## src/rtl/nrzi_serdes_pkg.sv

```systemverilog
`timescale 1ns/1ps
// Shared constants and helpers for the NRZI symbol serdes.
// Assumes symbol widths of four bits or more.
package nrzi_serdes_pkg;

    localparam int unsigned SYM_W_DEFAULT = 5;
    localparam int unsigned QUAL_DEFAULT  = 625;

    // Number of phases in a symbol period during which a symbol clock is high.
    function automatic int unsigned clk_hi_phases(input int unsigned sym_w);
        return (sym_w + 1) / 2;
    endfunction

endpackage

```

## src/rtl/nrzi_sym_timing.sv

```systemverilog
`timescale 1ns/1ps
// Symbol phase counter. Divides the bit clock by SYM_W, makes both symbol
// clocks, and gives the transmit-load and receive-load strobes.
// Assumes: en is synchronous; the phase is held at 0 while disabled.
module nrzi_sym_timing
    import nrzi_serdes_pkg::*;
#(
    parameter int unsigned SYM_W = SYM_W_DEFAULT
) (
    input  logic clk,
    input  logic rst_n,
    input  logic en,
    output logic tx_load,
    output logic rx_load,
    output logic tx_clk,
    output logic rx_clk
);
    localparam int unsigned PH_W = $clog2(SYM_W);
    localparam int unsigned HI   = clk_hi_phases(SYM_W);
    localparam logic [PH_W-1:0] PH_LAST = PH_W'(SYM_W - 1);
    localparam logic [PH_W-1:0] PH_RX   = PH_W'(1);

    logic [PH_W-1:0] ph_q;

    // Advance the phase modulo SYM_W, or park it at 0 while powered down.
    always_ff @(posedge clk) begin
        if (!rst_n) begin
            ph_q <= '0;
        end else if (!en) begin
            ph_q <= '0;
        end else if (ph_q == PH_LAST) begin
            ph_q <= '0;
        end else begin
            ph_q <= ph_q + PH_W'(1);
        end
    end

    assign tx_load = en && (ph_q == PH_LAST);
    assign rx_load = en && (ph_q == PH_RX);
    assign tx_clk  = (ph_q < PH_W'(HI));
    assign rx_clk  = (((32'(ph_q) + SYM_W + HI - 2) % SYM_W) < HI);

endmodule

```

## src/rtl/nrzi_tx_serializer.sv

```systemverilog
`timescale 1ns/1ps
// Transmit path. Loads a symbol, shifts it out MSB first and NRZI-encodes
// the result onto a registered line.
// Assumes: load comes once per symbol period; in power-down the line holds.
module nrzi_tx_serializer #(
    parameter int unsigned SYM_W = 5
) (
    input  logic             clk,
    input  logic             rst_n,
    input  logic             en,
    input  logic             load,
    input  logic [SYM_W-1:0] sym_in,
    output logic             line_out
);
    logic [SYM_W-1:0] sh_q;
    logic             line_q;

    // Load a new symbol or shift the current one toward the MSB.
    always_ff @(posedge clk) begin
        if (!rst_n || !en) begin
            sh_q <= '0;
        end else if (load) begin
            sh_q <= sym_in;
        end else begin
            sh_q <= {sh_q[SYM_W-2:0], 1'b0};
        end
    end

    // NRZI encoder: a 1 toggles the line, a 0 holds it; frozen while disabled.
    always_ff @(posedge clk) begin
        if (!rst_n) begin
            line_q <= 1'b0;
        end else if (en) begin
            line_q <= line_q ^ sh_q[SYM_W-1];
        end
    end

    assign line_out = line_q;

endmodule

```

## src/rtl/nrzi_rx_deserializer.sv

```systemverilog
`timescale 1ns/1ps
// Receive path. Samples the line, decodes NRZI against the previous level,
// and packs groups of SYM_W bits so the first bit lands in the MSB.
// Assumes: line_in is synchronous to clk; load marks the last bit of a group.
module nrzi_rx_deserializer #(
    parameter int unsigned SYM_W = 5
) (
    input  logic             clk,
    input  logic             rst_n,
    input  logic             en,
    input  logic             load,
    input  logic             line_in,
    output logic [SYM_W-1:0] sym_out
);
    logic             lvl_q;
    logic             hist_q;
    logic [SYM_W-2:0] acc_q;
    logic [SYM_W-1:0] sym_q;
    logic             nrz_bit;

    assign nrz_bit = lvl_q ^ hist_q;

    // Keep the current and previous line samples for NRZI decoding.
    always_ff @(posedge clk) begin
        if (!rst_n || !en) begin
            lvl_q  <= 1'b0;
            hist_q <= 1'b0;
        end else begin
            lvl_q  <= line_in;
            hist_q <= lvl_q;
        end
    end

    // Gather decoded bits; on load, publish the finished group.
    always_ff @(posedge clk) begin
        if (!rst_n || !en) begin
            acc_q <= '0;
            sym_q <= '0;
        end else begin
            acc_q <= {acc_q[SYM_W-3:0], nrz_bit};
            if (load) begin
                sym_q <= {acc_q, nrz_bit};
            end
        end
    end

    assign sym_out = sym_q;

endmodule

```

## src/rtl/nrzi_sig_qualifier.sv

```systemverilog
`timescale 1ns/1ps
// Signal-detect qualifier. The output flips only after the raw flag has
// disagreed with it on more than QUAL_CYCLES consecutive samples.
// Assumes: raw is synchronous; disabled means the output is cleared.
module nrzi_sig_qualifier #(
    parameter int unsigned QUAL_CYCLES = 625
) (
    input  logic clk,
    input  logic rst_n,
    input  logic en,
    input  logic raw,
    output logic det
);
    localparam int unsigned CNT_W = $clog2(QUAL_CYCLES + 1);
    localparam logic [CNT_W-1:0] CNT_LIM = CNT_W'(QUAL_CYCLES);

    logic [CNT_W-1:0] cnt_q;
    logic             det_q;

    // Count the run of disagreeing samples and flip the output when the run is long enough.
    always_ff @(posedge clk) begin
        if (!rst_n || !en) begin
            cnt_q <= '0;
            det_q <= 1'b0;
        end else if (raw == det_q) begin
            cnt_q <= '0;
        end else if (cnt_q == CNT_LIM) begin
            cnt_q <= '0;
            det_q <= raw;
        end else begin
            cnt_q <= cnt_q + CNT_W'(1);
        end
    end

    assign det = det_q;

endmodule

```

## src/rtl/nrzi_symbol_serdes.sv

```systemverilog
`timescale 1ns/1ps
// Top level of the NRZI symbol serdes. Connects the phase timing, the
// transmit serializer, the receive deserializer, the loopback selector
// and the signal-detect qualifier.
// Assumes: every input is synchronous to bit_clk; rx_line is already recovered.
module nrzi_symbol_serdes
    import nrzi_serdes_pkg::*;
#(
    parameter int unsigned SYM_W       = SYM_W_DEFAULT,
    parameter int unsigned QUAL_CYCLES = QUAL_DEFAULT
) (
    input  logic             bit_clk,
    input  logic             rst_n,
    input  logic             run_en,
    input  logic             loop_n,
    input  logic [SYM_W-1:0] tx_sym,
    output logic             tx_sym_clk,
    output logic             tx_line,
    input  logic             rx_line,
    output logic [SYM_W-1:0] rx_sym,
    output logic             rx_sym_clk,
    input  logic             act_raw,
    output logic             sig_det
);
    logic tx_load;
    logic rx_load;
    logic tx_line_w;
    logic rx_src;

    nrzi_sym_timing #(.SYM_W(SYM_W)) u_timing (
        .clk     (bit_clk),
        .rst_n   (rst_n),
        .en      (run_en),
        .tx_load (tx_load),
        .rx_load (rx_load),
        .tx_clk  (tx_sym_clk),
        .rx_clk  (rx_sym_clk)
    );

    nrzi_tx_serializer #(.SYM_W(SYM_W)) u_tx (
        .clk      (bit_clk),
        .rst_n    (rst_n),
        .en       (run_en),
        .load     (tx_load),
        .sym_in   (tx_sym),
        .line_out (tx_line_w)
    );

    // Loopback selector: an active-low control replaces the line input.
    assign rx_src  = loop_n ? rx_line : tx_line_w;
    assign tx_line = tx_line_w;

    nrzi_rx_deserializer #(.SYM_W(SYM_W)) u_rx (
        .clk     (bit_clk),
        .rst_n   (rst_n),
        .en      (run_en),
        .load    (rx_load),
        .line_in (rx_src),
        .sym_out (rx_sym)
    );

    nrzi_sig_qualifier #(.QUAL_CYCLES(QUAL_CYCLES)) u_sd (
        .clk   (bit_clk),
        .rst_n (rst_n),
        .en    (run_en),
        .raw   (act_raw),
        .det   (sig_det)
    );

endmodule

```

## config.mk

```make
export PLATFORM = sky130hd
export DESIGN_NAME = nrzi_symbol_serdes
export DESIGN_NICKNAME = d
export VERILOG_FILES = /design/src/rtl/nrzi_serdes_pkg.sv /design/src/rtl/nrzi_sym_timing.sv /design/src/rtl/nrzi_tx_serializer.sv /design/src/rtl/nrzi_rx_deserializer.sv /design/src/rtl/nrzi_sig_qualifier.sv /design/src/rtl/nrzi_symbol_serdes.sv
export SDC_FILE = /design/constraint.sdc
export NUM_CORES = 1
export LEC_CHECK = 0
export ABC_AREA = 1
export BUFFER_PORTS_ARGS = -buffer_cell sky130_fd_sc_hd__buf_2
export CORE_MARGIN = 2
export CORE_UTILIZATION = 29
export CTS_BUF_LIST = sky130_fd_sc_hd__clkbuf_8
export DETAILED_ROUTE_END_ITERATION = 10
export PLACE_DENSITY = 0.47
export SKIP_LAST_GASP = 1
export SLEW_MARGIN = 10
export SYNTH_ARGS = -nofsm -noshare
export SYNTH_HDL_FRONTEND = slang
export SYNTH_SLANG_ARGS = --single-unit
```

## constraint.sdc

```tcl
create_clock -name bit_clk -period 5.44 [get_ports bit_clk]
set_input_delay 1.088 -clock bit_clk [delete_from_list [all_inputs] [get_ports bit_clk]]
set_output_delay 1.088 -clock bit_clk [all_outputs]
set_load 0.02 [all_outputs]
```

Yosys cells after proc, flatten, opt, wreduce, memory -nomap -nowiden
Index checks and enable logic that the tools add are counted.
W data, S select, Z words.
- flip-flop bits (word level): 31
- bits of input ports: 11
- output and inout bits: 9
- word-level logic and storage cells: 39
- $add $sub $neg: 5
- div/mod/pow operators: 1
- order comparisons: 2
- equal/unequal tests: 4
- muxes and demuxes: 2
- bitwise logic cells: 6
- reduce and logical (&&, ||, !) cells: 9
- operators by type and width (kind ; number):
    $add A32 B2 Y32 const B ; 1
    $lt A32 B2 Y1 const B ; 1
    $mod A32 B3 Y32 const B ; 1
    $sub A32 B2 Y32 const B ; 1
    $add A10 B1 Y10 const B ; 1
    $eq A10 B10 Y1 const B ; 1
    $reduce_or A3 Y1 ; 2
    $mux W5 ; 1
    $add A3 B3 Y4 const B ; 1
    $not A1 Y1 ; 4
    $add A3 B1 Y3 const B ; 1
    $eq A3 B1 Y1 const B ; 1
    $eq A3 B3 Y1 const B ; 1
    $lt A3 B2 Y1 const B ; 1
    $logic_and A1 B1 Y1 ; 2
    $logic_not A1 Y1 ; 2
    $reduce_and A2 Y1 ; 1
    $reduce_or A2 Y1 ; 1
    $xor A1 B1 Y1 ; 2
    $eq A1 B1 Y1 ; 1
    $logic_or A1 B1 Y1 ; 1
    $mux W1 ; 1

Logic depth before layout (Yosys ltp)
Gate-level depths: netlist (run 1).
- word-level depth: 5
- mapped depth: 30
- mapped depth without buffers: 30

Cells and area by module
From an unflattened synthesis (run 1), not the netlist that was laid out.
- cell total of the unflattened synthesis: 197
- area, all modules: 1482.7 sq um
- modules (own cells, without submodules) (module ; instances ; cells each ; area each (sq um)):
    nrzi_sig_qualifier ; 1 ; 72 ; 565.5
    nrzi_rx_deserializer ; 1 ; 45 ; 356.6
    nrzi_sym_timing ; 1 ; 50 ; 342.8
    nrzi_tx_serializer ; 1 ; 26 ; 202.7
    nrzi_symbol_serdes ; 1 ; 4 ; 15.0

Least setup slack after synthesis (run 1)
OpenSTA, ideal clock, no wires.
- path kind: reg2out
- from: register u_timing.ph_q[0]
- to: output port rx_sym_clk
- arrival: 3.893 ns
- slack: 0.459 ns
- cell stages (with the launch flop): 28
- path buffers: 0
- cells stage by stage: dfxtp_1 > inv_1 > ha_1 > inv_1 > nor2_1 > nand3_1 > nand2_1 > nand2_2 > ha_1 > inv_1 > nand3_2 > nand2_2 > nand2_2 > inv_2 > ha_1 > nand3_2 > nand2_4 > inv_2 > nand2_4 > nand2_1 > and2_1 > ha_1 > nand3b_1 > nand3_1 > nand2_1 > o21ai_0 > nand3_1 > nor3_2
- cells in the longest elaborated chain, start to end: 5
- RTL lines (what ; line ; source):
    start: declaration ; nrzi_sym_timing.sv:23 ; logic [PH_W-1:0] ph_q;
    start signal: assignment ; nrzi_sym_timing.sv:34 ; ph_q <= ph_q + PH_W'(1);
    $add A3 B3 Y4 ; nrzi_sym_timing.sv:41 ; assign rx_clk = (((32'(ph_q) + SYM_W + HI - 2) % SYM_W) < HI);
    $add A32 B2 Y32 ; nrzi_sym_timing.sv:41 ;
    $sub A32 B2 Y32 ; nrzi_sym_timing.sv:41 ;
    $mod A32 B3 Y32 ; nrzi_sym_timing.sv:41 ;
    $lt A32 B2 Y1 ; nrzi_sym_timing.sv:41 ;
    end: declaration ; nrzi_symbol_serdes.sv:21 ; output logic rx_sym_clk,
No other way between the ends.

Worst setup path in the final report (run 1)
- from: register u_timing.ph_q[1]
- to: output port rx_sym_clk
Same word-level chain as after synthesis.

==> flow_summary.json, run 1 <==
{
  "holdPathStages": 2,
  "tritoncts": "done",
  "maxSlewViolCount": 0,
  "final_area_um2": 2532,
  "start_util_pct": 29.45,
  "io_pins": 20,
  "area_growth_pct": 20.48,
  "holdCritStartpoint": "u_rx.lvl_q",
  "period_share_pct": 93.99,
  "die_w_um": 89.14,
  "hpwl_um": 3486,
  "setup_slack_ps": 327.2,
  "drtIter0Drc": 45,
  "crit_path_end_kind": "output pin",
  "finalNonFillerCells": 437,
  "multiInputGateArea_um2": 1340,
  "synthTopCellsByArea": "dfxtp_1 (30%), nand2_1 (10%), ha_1 (7.7%), inv_1 (7.7%), nor2_1 (6.8%)",
  "synth_edf_count": 0,
  "drive_gt1_share_pct": 24.85,
  "yosys.area_share.simple_pct": 42.56,
  "path_class": "reg -> out",
  "seqPwrFrac_pct": 38.6,
  "yosysWarnings": 0,
  "syn_area_um2": 2102,
  "worst_hold_slack_ps": 438.1,
  "cts_inserted_buffers": 5,
  "gp_congestion": 0.7901,
  "path_common_cell": "inv_2",
  "switchingPower_w": 0.0001793,
  "drc": 0,
  "fin_crit_ps": 5113,
  "post-synth-top-count-cell": "nand2_1",
  "yosys.area.top_type": "dfxtp_1",
  "die_area_um2": 7945,
  "synth_nets": 331,
  "cp_data_arrival_time_ps": 4020,
  "min_path_type": "reg -> reg",
  "antenna_found_initial": 0,
  "final.fill_count": 841,
  "core_um2": 7137,
  "crit_path_start": "u_timing.ph_q[1]",
  "portBuffers": 19,
  "vias_per_cell": 4.396,
  "path_max_fanout": 7,
  "sw_frac_of_total_pct": 30.01,
  "clkSinkCount": 31,
  "nNetsFinal": 362,
  "worstMarginPinSlew_ps": 399.0,
  "dpl_cell_area_um2": 2332,
  "synth_xor_area_share_pct": 1.667,
  "cp-start-kind": "register",
  "p_comb_share_pct": 25.8,
  "outcome": "complete, no violations",
  "ff2ff_setup_slack_ps": 3900,
  "slew_headroom_pct": 73.32,
  "clk_pin_slew_ps": 60,
  "crit_required_ps": 4350,
  "synth-main-ff-cell": "dfxtp_1",
  "skew_ps": 6.772,
  "cellLeakagePower_nw": 1.187,
  "synth_cells": 307,
  "synth_compound_gate_area_share_pct": 8.869,
  "post-place-ws_ps": 224.2,
  "max_stage_delay_ps": 370,
  "overflow": 0,
  "clockBufferDepth": 2,
  "die_h_um": 89.14,
  "setup-violations-final": 0,
  "p_clk_share_pct": 35.6,
  "hold_violations": 0,
  "ant_nets": 0,
  "fmax_mhz": 195.6,
  "p_int_w": 0.0004181,
  "rows": 31,
  "synth_cell_types": 35,
  "htreeDepth": 2,
  "clk_latency_ps": 280,
  "grt_pass1_wl_um": 7803,
  "synth_async_sr_flop_share_pct": 0,
  "grtUsageTotal_pct": 12.21,
  "synth_top_family_by_area": "simple AND/OR/NAND/NOR gates",
  "drt_wl_total_um": 4415,
  "route.vias.total": 1921,
  "dr.pass1.iters": 4,
  "rr_startpoint": "u_sd.cnt_q[1]",
  "tns_ps": 0,
  "ys_seq_area_share_pct": 29.52,
  "cts_root_buf": "clkbuf_8",
  "ff_latch_area_um2": 624.3,
  "grt_max_degree": 12,
  "endpoint": "rx_sym_clk",
  "post-place-cells": 426,
  "n_antenna_cell": 0,
  "grt_pass1_vias": 1780,
  "ir_drop_v": 0.0002040,
  "rr_endpoint": "u_sd.cnt_q[7]",
  "p_per_area_nw_per_um2": 235.9,
  "synth_mux_area_share_pct": 0,
  "syn_area_per_cell_um2": 6.847,
  "synth_fa_ha_area_share_pct": 7.738,
  "yosysTopAreaCellShare_pct": 29.52,
  "netlist_top_cells_count": "nand2_1 (58), inv_1 (43), nor2_1 (38)",
  "drv_cap": 0,
  "crit_path_top_delay_cell": "dfxtp_4",
  "ys_ff_latch": 31,
  "rr_worst_depth": 8,
  "wl_per_cell_um": 10.10
}
how the worst min path moves through the flow:
| stage | to |
|---|---|
| after floorplan | u_rx.acc_q[1] |
| after global placement | u_rx.acc_q[3] |
| after detailed placement | u_rx.hist_q |
| after CTS | u_rx.hist_q |
| after global routing | u_rx.acc_q[2] |
| final | u_rx.hist_q |
kinds of logic (layout without fill, tap and decap cells):
group / count (synthesis) / count (layout)
buffers and inverters: 53 / 84
DFF: 31 / 31
adders and majority gates: 13 / 13
AOI/OAI and AO/OA: 32 / 32
xor gates and xnor gates: 4 / 4
and+or+nand+nor: 174 / 174
critical path: cells and delay by family, from the launching register on:
kind | cells | cell delay (ps)
adder cells (fa/ha/maj) | 4 | 830
flip-flops | 1 | 370
buffers and inverters | 7 | 540
AND/OR/NAND/NOR | 19 | 1990
power groups by stage:
stage                     combinational (W)  clock, W  sequential, W
final                              0.000154  0.000212       0.000231
after global routing               0.000177  0.000229       0.000231
after CTS                          0.000143  0.000220       0.000231
after detailed placement           0.000142         0       0.000236
after global placement             0.000145         0       0.000236
after floorplan                    0.000111         0       0.000237
registers in the layout, indices dropped and copies added (netlist names):
| name | flops |
|---|---|
| u_rx.sym_out | 5 |
| u_sd.det | 1 |
| u_tx.line_out | 1 |
| u_sd.cnt_q | 10 |
| u_rx.hist_q | 1 |
| u_rx.lvl_q | 1 |
| u_rx.acc_q | 4 |
| u_tx.sh_q | 5 |
| u_timing.ph_q | 3 |
layer usage:
layer  track usage, %  vias up  part of all wire (%)
met3            2.401        6                   3.1
met5                0        -                     0
met4            4.749        0                   1.3
met2            20.47       24                    48
met1            15.41      843                    48
li1                 -     1048                     -
cell type report:
| cell class | instances | share of cell area (%) |
|---|---|---|
| multi-input combinational | 223 | 52.92 |
| sequential | 31 | 24.65 |
| inverter | 51 | 7.559 |
| timing repair buffer | 26 | 5.929 |
| tap | 99 | 4.891 |
| clock buffer | 5 | 2.717 |
| clock inverter | 2 | 1.334 |
stage by stage:
| stage | util (%) | total power, W |
|---|---|---|
| 6_report | 35.48 | 0.0005973 |
| 3_5_place_dp | 32.68 | 0.0003783 |
| 2_1_floorplan | - | 0.0003481 |
| 5_1_grt | 35.48 | 0.0006372 |
| 3_3_place_gp | 32.68 | 0.0003806 |
| 4_1_cts | 34.17 | 0.0005947 |
cell usage in the layout (no fill, tap or decap), types with 2 or more instances in the layout:
cell      Yosys  routed
inv_1        43      42
nor4_1        2       2
nor3_1        7       7
nand2_1      58      56
nor2_1       38      37
nor2_4        3       4
nand3_1      27      25
nand3b_1      2       2
buf_2         0      18
o21ai_2       1       2
inv_2         8      10
nand3_2       5       6
o21ai_0       9       7
nand3_4       2       3
dfxtp_1      31      30
buf_4         1       8
nand2_4       2       4
nand4_1       8       8
nand2_2      14      14
nor3b_1       2       2
clkbuf_8      0       5
a21oi_1      15      15
ha_1         13      11
xor2_1        3       3
what timing repair did:
item / in CTS / in global routing
resized for setup: 2 / 18
pin swaps: 0 / 4
buffers inserted: 0 / 4
gates cloned: 0 / 0
setup endpoints to repair: 1 / 1
hold buffers: 0 / 0
Power figures use the tool's default switching activity.
==> run 2: changes to the inputs <==
Settings changed: CELL_PAD_IN_SITES_DETAIL_PLACEMENT from default to 1, CELL_PAD_IN_SITES_GLOBAL_PLACEMENT from default to 2, PLACE_DENSITY 0.47 to 0.73.
==> run 2 against run 1 <==
Effect of this change: combinational power up 10%; final cell count grew 1.4%; sequential power hardly changed; largest cell class unchanged; largest power group unchanged; final area is 2.8% higher; clock skew is 2.5 ps higher.
==> flow_summary.json, run 2 (synthesis results as in run 1) <==
{
  "outcome": "complete, no violations",
  "antenna_found_initial": 0,
  "die_w_um": 89.14,
  "crit_path_end_kind": "output pin",
  "drc": 0,
  "drt_wl_total_um": 5218,
  "setup-violations-final": 0,
  "crit_required_ps": 4350,
  "cts_hold_buf": 0,
  "final_core_util_pct": 36.47,
  "holdCritStartpoint": "u_rx.acc_q[0]",
  "min_path_type": "reg -> reg",
  "vias_per_cell": 4.544,
  "post-place-ws_ps": 189.6,
  "ir_drop_v": 0.0001736,
  "grt_max_degree": 12,
  "fmax_mhz": 197.6,
  "gp_congestion": 0.7632,
  "path_max_fanout": 7,
  "clkSinkCount": 31,
  "slew_headroom_pct": 71.58,
  "tns_ps": 0,
  "cp_data_arrival_time_ps": 3970,
  "rr_worst_depth": 8,
  "p_per_area_nw_per_um2": 223.2,
  "die_h_um": 89.14,
  "hpwl_um": 4093,
  "path_common_cell": "inv_1",
  "area_growth_pct": 23.81,
  "ff2ff_setup_slack_ps": 3830,
  "crit_path_top_delay_cell": "dfxtp_2",
  "skew_ps": 9.237,
  "hold_violations": 0,
  "top_register": "u_sd.cnt_q",
  "rows": 31,
  "final_common_cell": "nand2_1",
  "portBuffers": 19,
  "clockBufferDepth": 2,
  "cts_root_buf": "clkbuf_8",
  "cellLeakagePower_nw": 1.205,
  "route.vias.total": 2013,
  "wl_per_cell_um": 11.78,
  "path_class": "reg -> out",
  "drive_gt1_share_pct": 28.78,
  "clk_pin_slew_ps": 70,
  "htreeDepth": 2,
  "grtUsageTotal_pct": 14.29,
  "rr_startpoint": "u_sd.cnt_q[1]",
  "maxSlewViolCount": 0,
  "cp-start-kind": "register",
  "max_stage_delay_ps": 340,
  "tritoncts": "done",
  "cts_inserted_buffers": 5,
  "drtIter0Drc": 23,
  "fin_crit_ps": 5061,
  "endpoint": "rx_sym_clk",
  "crit_path_start": "u_timing.ph_q[1]",
  "period_share_pct": 93.03,
  "layout_common_cells": "nand2_1 (52), inv_1 (40), nor2_1 (37), dfxtp_1 (29), nand3_1 (25)",
  "grt_pass1_vias": 2042,
  "dr.pass1.iters": 4,
  "die_area_um2": 7945,
  "overflow": 0,
  "ant_nets": 0,
  "n_antenna_cell": 0,
  "drv_cap": 0,
  "core_um2": 7137,
  "setup_slack_ps": 378.9,
  "clk_latency_ps": 280,
  "nNetsFinal": 368,
  "largest_reg_flops": 10,
  "worstMarginPinSlew_ps": 426.3,
  "worst_hold_slack_ps": 450.0,
  "io_pins": 20,
  "grt_pass1_wl_um": 9011,
  "rr_endpoint": "u_sd.cnt_q[7]",
  "start_util_pct": 29.45
}
==> run 2: how the worst min path moves through the flow <==
stage / slack, ps / cells after the start / end
after floorplan: 420 / 2 / u_rx.acc_q[1]
after global placement: 430 / 2 / u_rx.hist_q
after detailed placement: 440 / 2 / u_rx.hist_q
after CTS: 450 / 2 / u_rx.hist_q
after global routing: 480 / 2 / u_rx.acc_q[3]
final: 450 / 2 / u_rx.acc_q[1]
==> run 2: routing by layer <==
| layer | vias to the layer above | part of all wire (%) | global-route usage, % |
|---|---|---|---|
| li1 | 1056 | - | - |
| met1 | 924 | 45 | 17.33 |
| met2 | 23 | 51 | 25.39 |
| met3 | 10 | 2.1 | 1.939 |
| met4 | 0 | 2.2 | 5.699 |
| met5 | - | 0 | 0 |
==> run 2: critical path: cells and delay by family, from the launching register on <==
| family | cells | cell delay [ps] |
|---|---|---|
| flip-flops | 1 | 340 |
| buffers and inverters | 7 | 600 |
| AND/OR/NAND/NOR | 18 | 1910 |
| adder cells (fa/ha/maj) | 4 | 840 |
==> run 2: final cells by class <==
class	instances	area [um2]
multi-input combinational	223	1381
timing repair buffer	32	195.2
inverter	51	191.4
clock buffer	6	82.58
clock inverter	1	5.005
tap	99	123.9
fill	936	4534
sequential	31	623.1
==> run 2: report_power, final <==
part / total, W / switching (W) / internal (W)
clock: 0.000180 / 0.0000806 / 0.0000990
sequential: 0.000231 / 0.00000154 / 0.000230
combinational: 0.000170 / 0.000105 / 0.0000648
==> run 2: timing repair <==
| item | in CTS | in global routing |
|---|---|---|
| setup endpoints to repair | 1 | 1 |
| gates resized for setup | 2 | 27 |
| pin swaps | 1 | 13 |
| buffers inserted | 1 | 9 |
==> run 2: metrics by stage <==
stage               std cells  total power, W  instance area, um2
floorplan                 307       0.0003481                2102
detailed placement        426       0.0003843                2332
global placement          426       0.0003848                2332
finish                    443       0.0005809                2603
CTS                       434       0.0005705                2431
global route              443       0.0006222                2603
==> run 3: changes to the inputs <==
Settings changed: PLACE_DENSITY 0.73 to default, PLACE_DENSITY_LB_ADDON from default to 0.1.
==> run 3 against run 2 <==
Effect of this change: via count is 0.15% lower; combinational power down 8%; register-to-register slack improved by 30 ps; clock skew fell by 5.4 ps; worst setup slack worse by 50 ps; sequential power barely moved; utilization down 1.1 points; maximum frequency decreased by 0.98%; count of clock-buffer cells in the layout unchanged; power is 2.3% lower; critical endpoint unchanged; largest cell class unchanged; highest routed layer unchanged.
==> flow_summary.json, run 3 (synthesis results as in run 1) <==
{
  "tritoncts": "done",
  "rows": 31,
  "portBuffers": 19,
  "post-place-cells": 426,
  "fin_crit_ps": 5111,
  "period_share_pct": 93.95,
  "cts_root_buf": "clkbuf_8",
  "layout_common_cells": "nand2_1 (57), inv_1 (43), nor2_1 (37), dfxtp_1 (30), nand3_1 (26)",
  "final_area_um2": 2524,
  "drc": 0,
  "grt_max_degree": 12,
  "max_stage_delay_ps": 370,
  "worstMarginPinSlew_ps": 416.9,
  "grt_pass1_vias": 1955,
  "start_util_pct": 29.45,
  "drive_gt1_share_pct": 24.48,
  "area_growth_pct": 20.06,
  "grtUsageTotal_pct": 14.01,
  "n_antenna_cell": 0,
  "final_core_util_pct": 35.36,
  "drtIter0Drc": 38,
  "skew_ps": 3.882,
  "crit_required_ps": 4350,
  "dpl_cell_area_um2": 2332,
  "path_class": "reg -> out",
  "gp_congestion": 0.8007,
  "tns_ps": 0,
  "route.vias.total": 2010,
  "finalNonFillerCells": 438,
  "final_common_cell": "nand2_1",
  "cts_hold_buf": 0,
  "clkSinkCount": 31,
  "min_path_type": "reg -> reg",
  "antenna_found_initial": 0,
  "wl_per_cell_um": 11.73,
  "largest_reg_flops": 10,
  "outcome": "complete, no violations",
  "top_register": "u_sd.cnt_q",
  "setup-violations-final": 0,
  "hold_violations": 0,
  "io_pins": 20,
  "ant_nets": 0,
  "dr.pass1.iters": 4,
  "fmax_mhz": 195.7,
  "clk_pin_slew_ps": 60,
  "overflow": 0,
  "core_um2": 7137,
  "crit_path_end_kind": "output pin",
  "crit_path_top_delay_cell": "dfxtp_2",
  "ir_drop_v": 0.0001476,
  "cts_inserted_buffers": 5,
  "grt_pass1_wl_um": 8769,
  "slew_headroom_pct": 72.13,
  "p_per_area_nw_per_um2": 224.8,
  "die_area_um2": 7945,
  "drt_wl_total_um": 5137,
  "hpwl_um": 4099,
  "die_h_um": 89.14,
  "maxSlewViolCount": 0,
  "cellLeakagePower_nw": 1.179,
  "clk_latency_ps": 280,
  "path_max_fanout": 7,
  "cp_data_arrival_time_ps": 4020,
  "htreeDepth": 2,
  "drv_cap": 0,
  "die_w_um": 89.14,
  "nNetsFinal": 363,
  "clockBufferDepth": 2,
  "vias_per_cell": 4.589,
  "cp-start-kind": "register"
}
[run 3: changes by cell type in the layout (fill, tap and decap cells not counted)]
cell and delta:
inv_1 +3, nand3_2 -1, nand2_2 -3, buf_4 -5
inv_2 -3, nand2_4 -2, o21ai_0 -2, nand3_1 +1
ha_1 +1, nand2_1 +5, ha_4 -1, dfxtp_1 +1
o21ai_1 +2, dfxtp_2 -1
[run 3: timing repair]
action | in CTS | in global routing
gates resized for setup | 2 | 15
pin swaps | 0 | 3
setup endpoints to repair | 1 | 1
hold endpoints to repair | 0 | 0
setup buffers | 0 | 5
[run 3: layout make-up]
| type | count | area [um2] |
|---|---|---|
| clock buffers | 6 | 82.58 |
| clock inverters | 1 | 5.005 |
| fillers | 957 | 4613 |
| inverters | 51 | 191.4 |
| multi-input cells | 223 | 1341 |
| flip-flops and latches | 31 | 621.8 |
| well taps | 99 | 123.9 |
| repair buffers | 27 | 157.7 |
[run 3: metal layers]
metal / vias up / share of wire [%] / track usage, %
met5: - / 0 / 0
met4: 0 / 3.3 / 7.056
met3: 17 / 2.4 / 2.308
met2: 24 / 49 / 23.91
met1: 925 / 45 / 16.97
li1: 1044 / - / -
[run 3: per-stage QoR]
stage / total power, W / hold WS (ps) / worst slack (ps)
finish: 0.0005673 / 439.4 / 329.0
global route: 0.0006105 / 463.8 / -33.62
CTS: 0.0005724 / 441.4 / 31.07
detailed placement: 0.0003829 / 432.9 / 205.6
global placement: 0.0003846 / 436.2 / 359.6
floorplan: 0.0003481 / 416.0 / 458.7
[run 3: final timing paths]
path,startpoint,to,slack (ps),cells after the start
worst min-delay path,u_rx.acc_q[1],u_rx.acc_q[2],440,2
worst max-delay path,u_timing.ph_q[1],rx_sym_clk,330,28
worst min register to register,u_rx.acc_q[1],u_rx.acc_q[2],440,2
worst max register to register,u_sd.cnt_q[1],u_sd.cnt_q[7],3860,8
[run 3: report_power, final]
| part | switching [W] | internal [W] | total (W) |
|---|---|---|---|
| clock | 0.0000814 | 0.0000991 | 0.000180 |
| sequential | 0.00000169 | 0.000230 | 0.000231 |
| combinational | 0.0000987 | 0.0000569 | 0.000156 |
[run 3: worst max-delay path: cells and delay by family (launching register included)]
kind	cells	cell delay [ps]
buffers and inverters	6	550
adder cells (fa/ha/maj)	4	880
AO/OA/AOI/OAI	1	140
AND/OR/NAND/NOR	17	1810
flip-flops	1	370
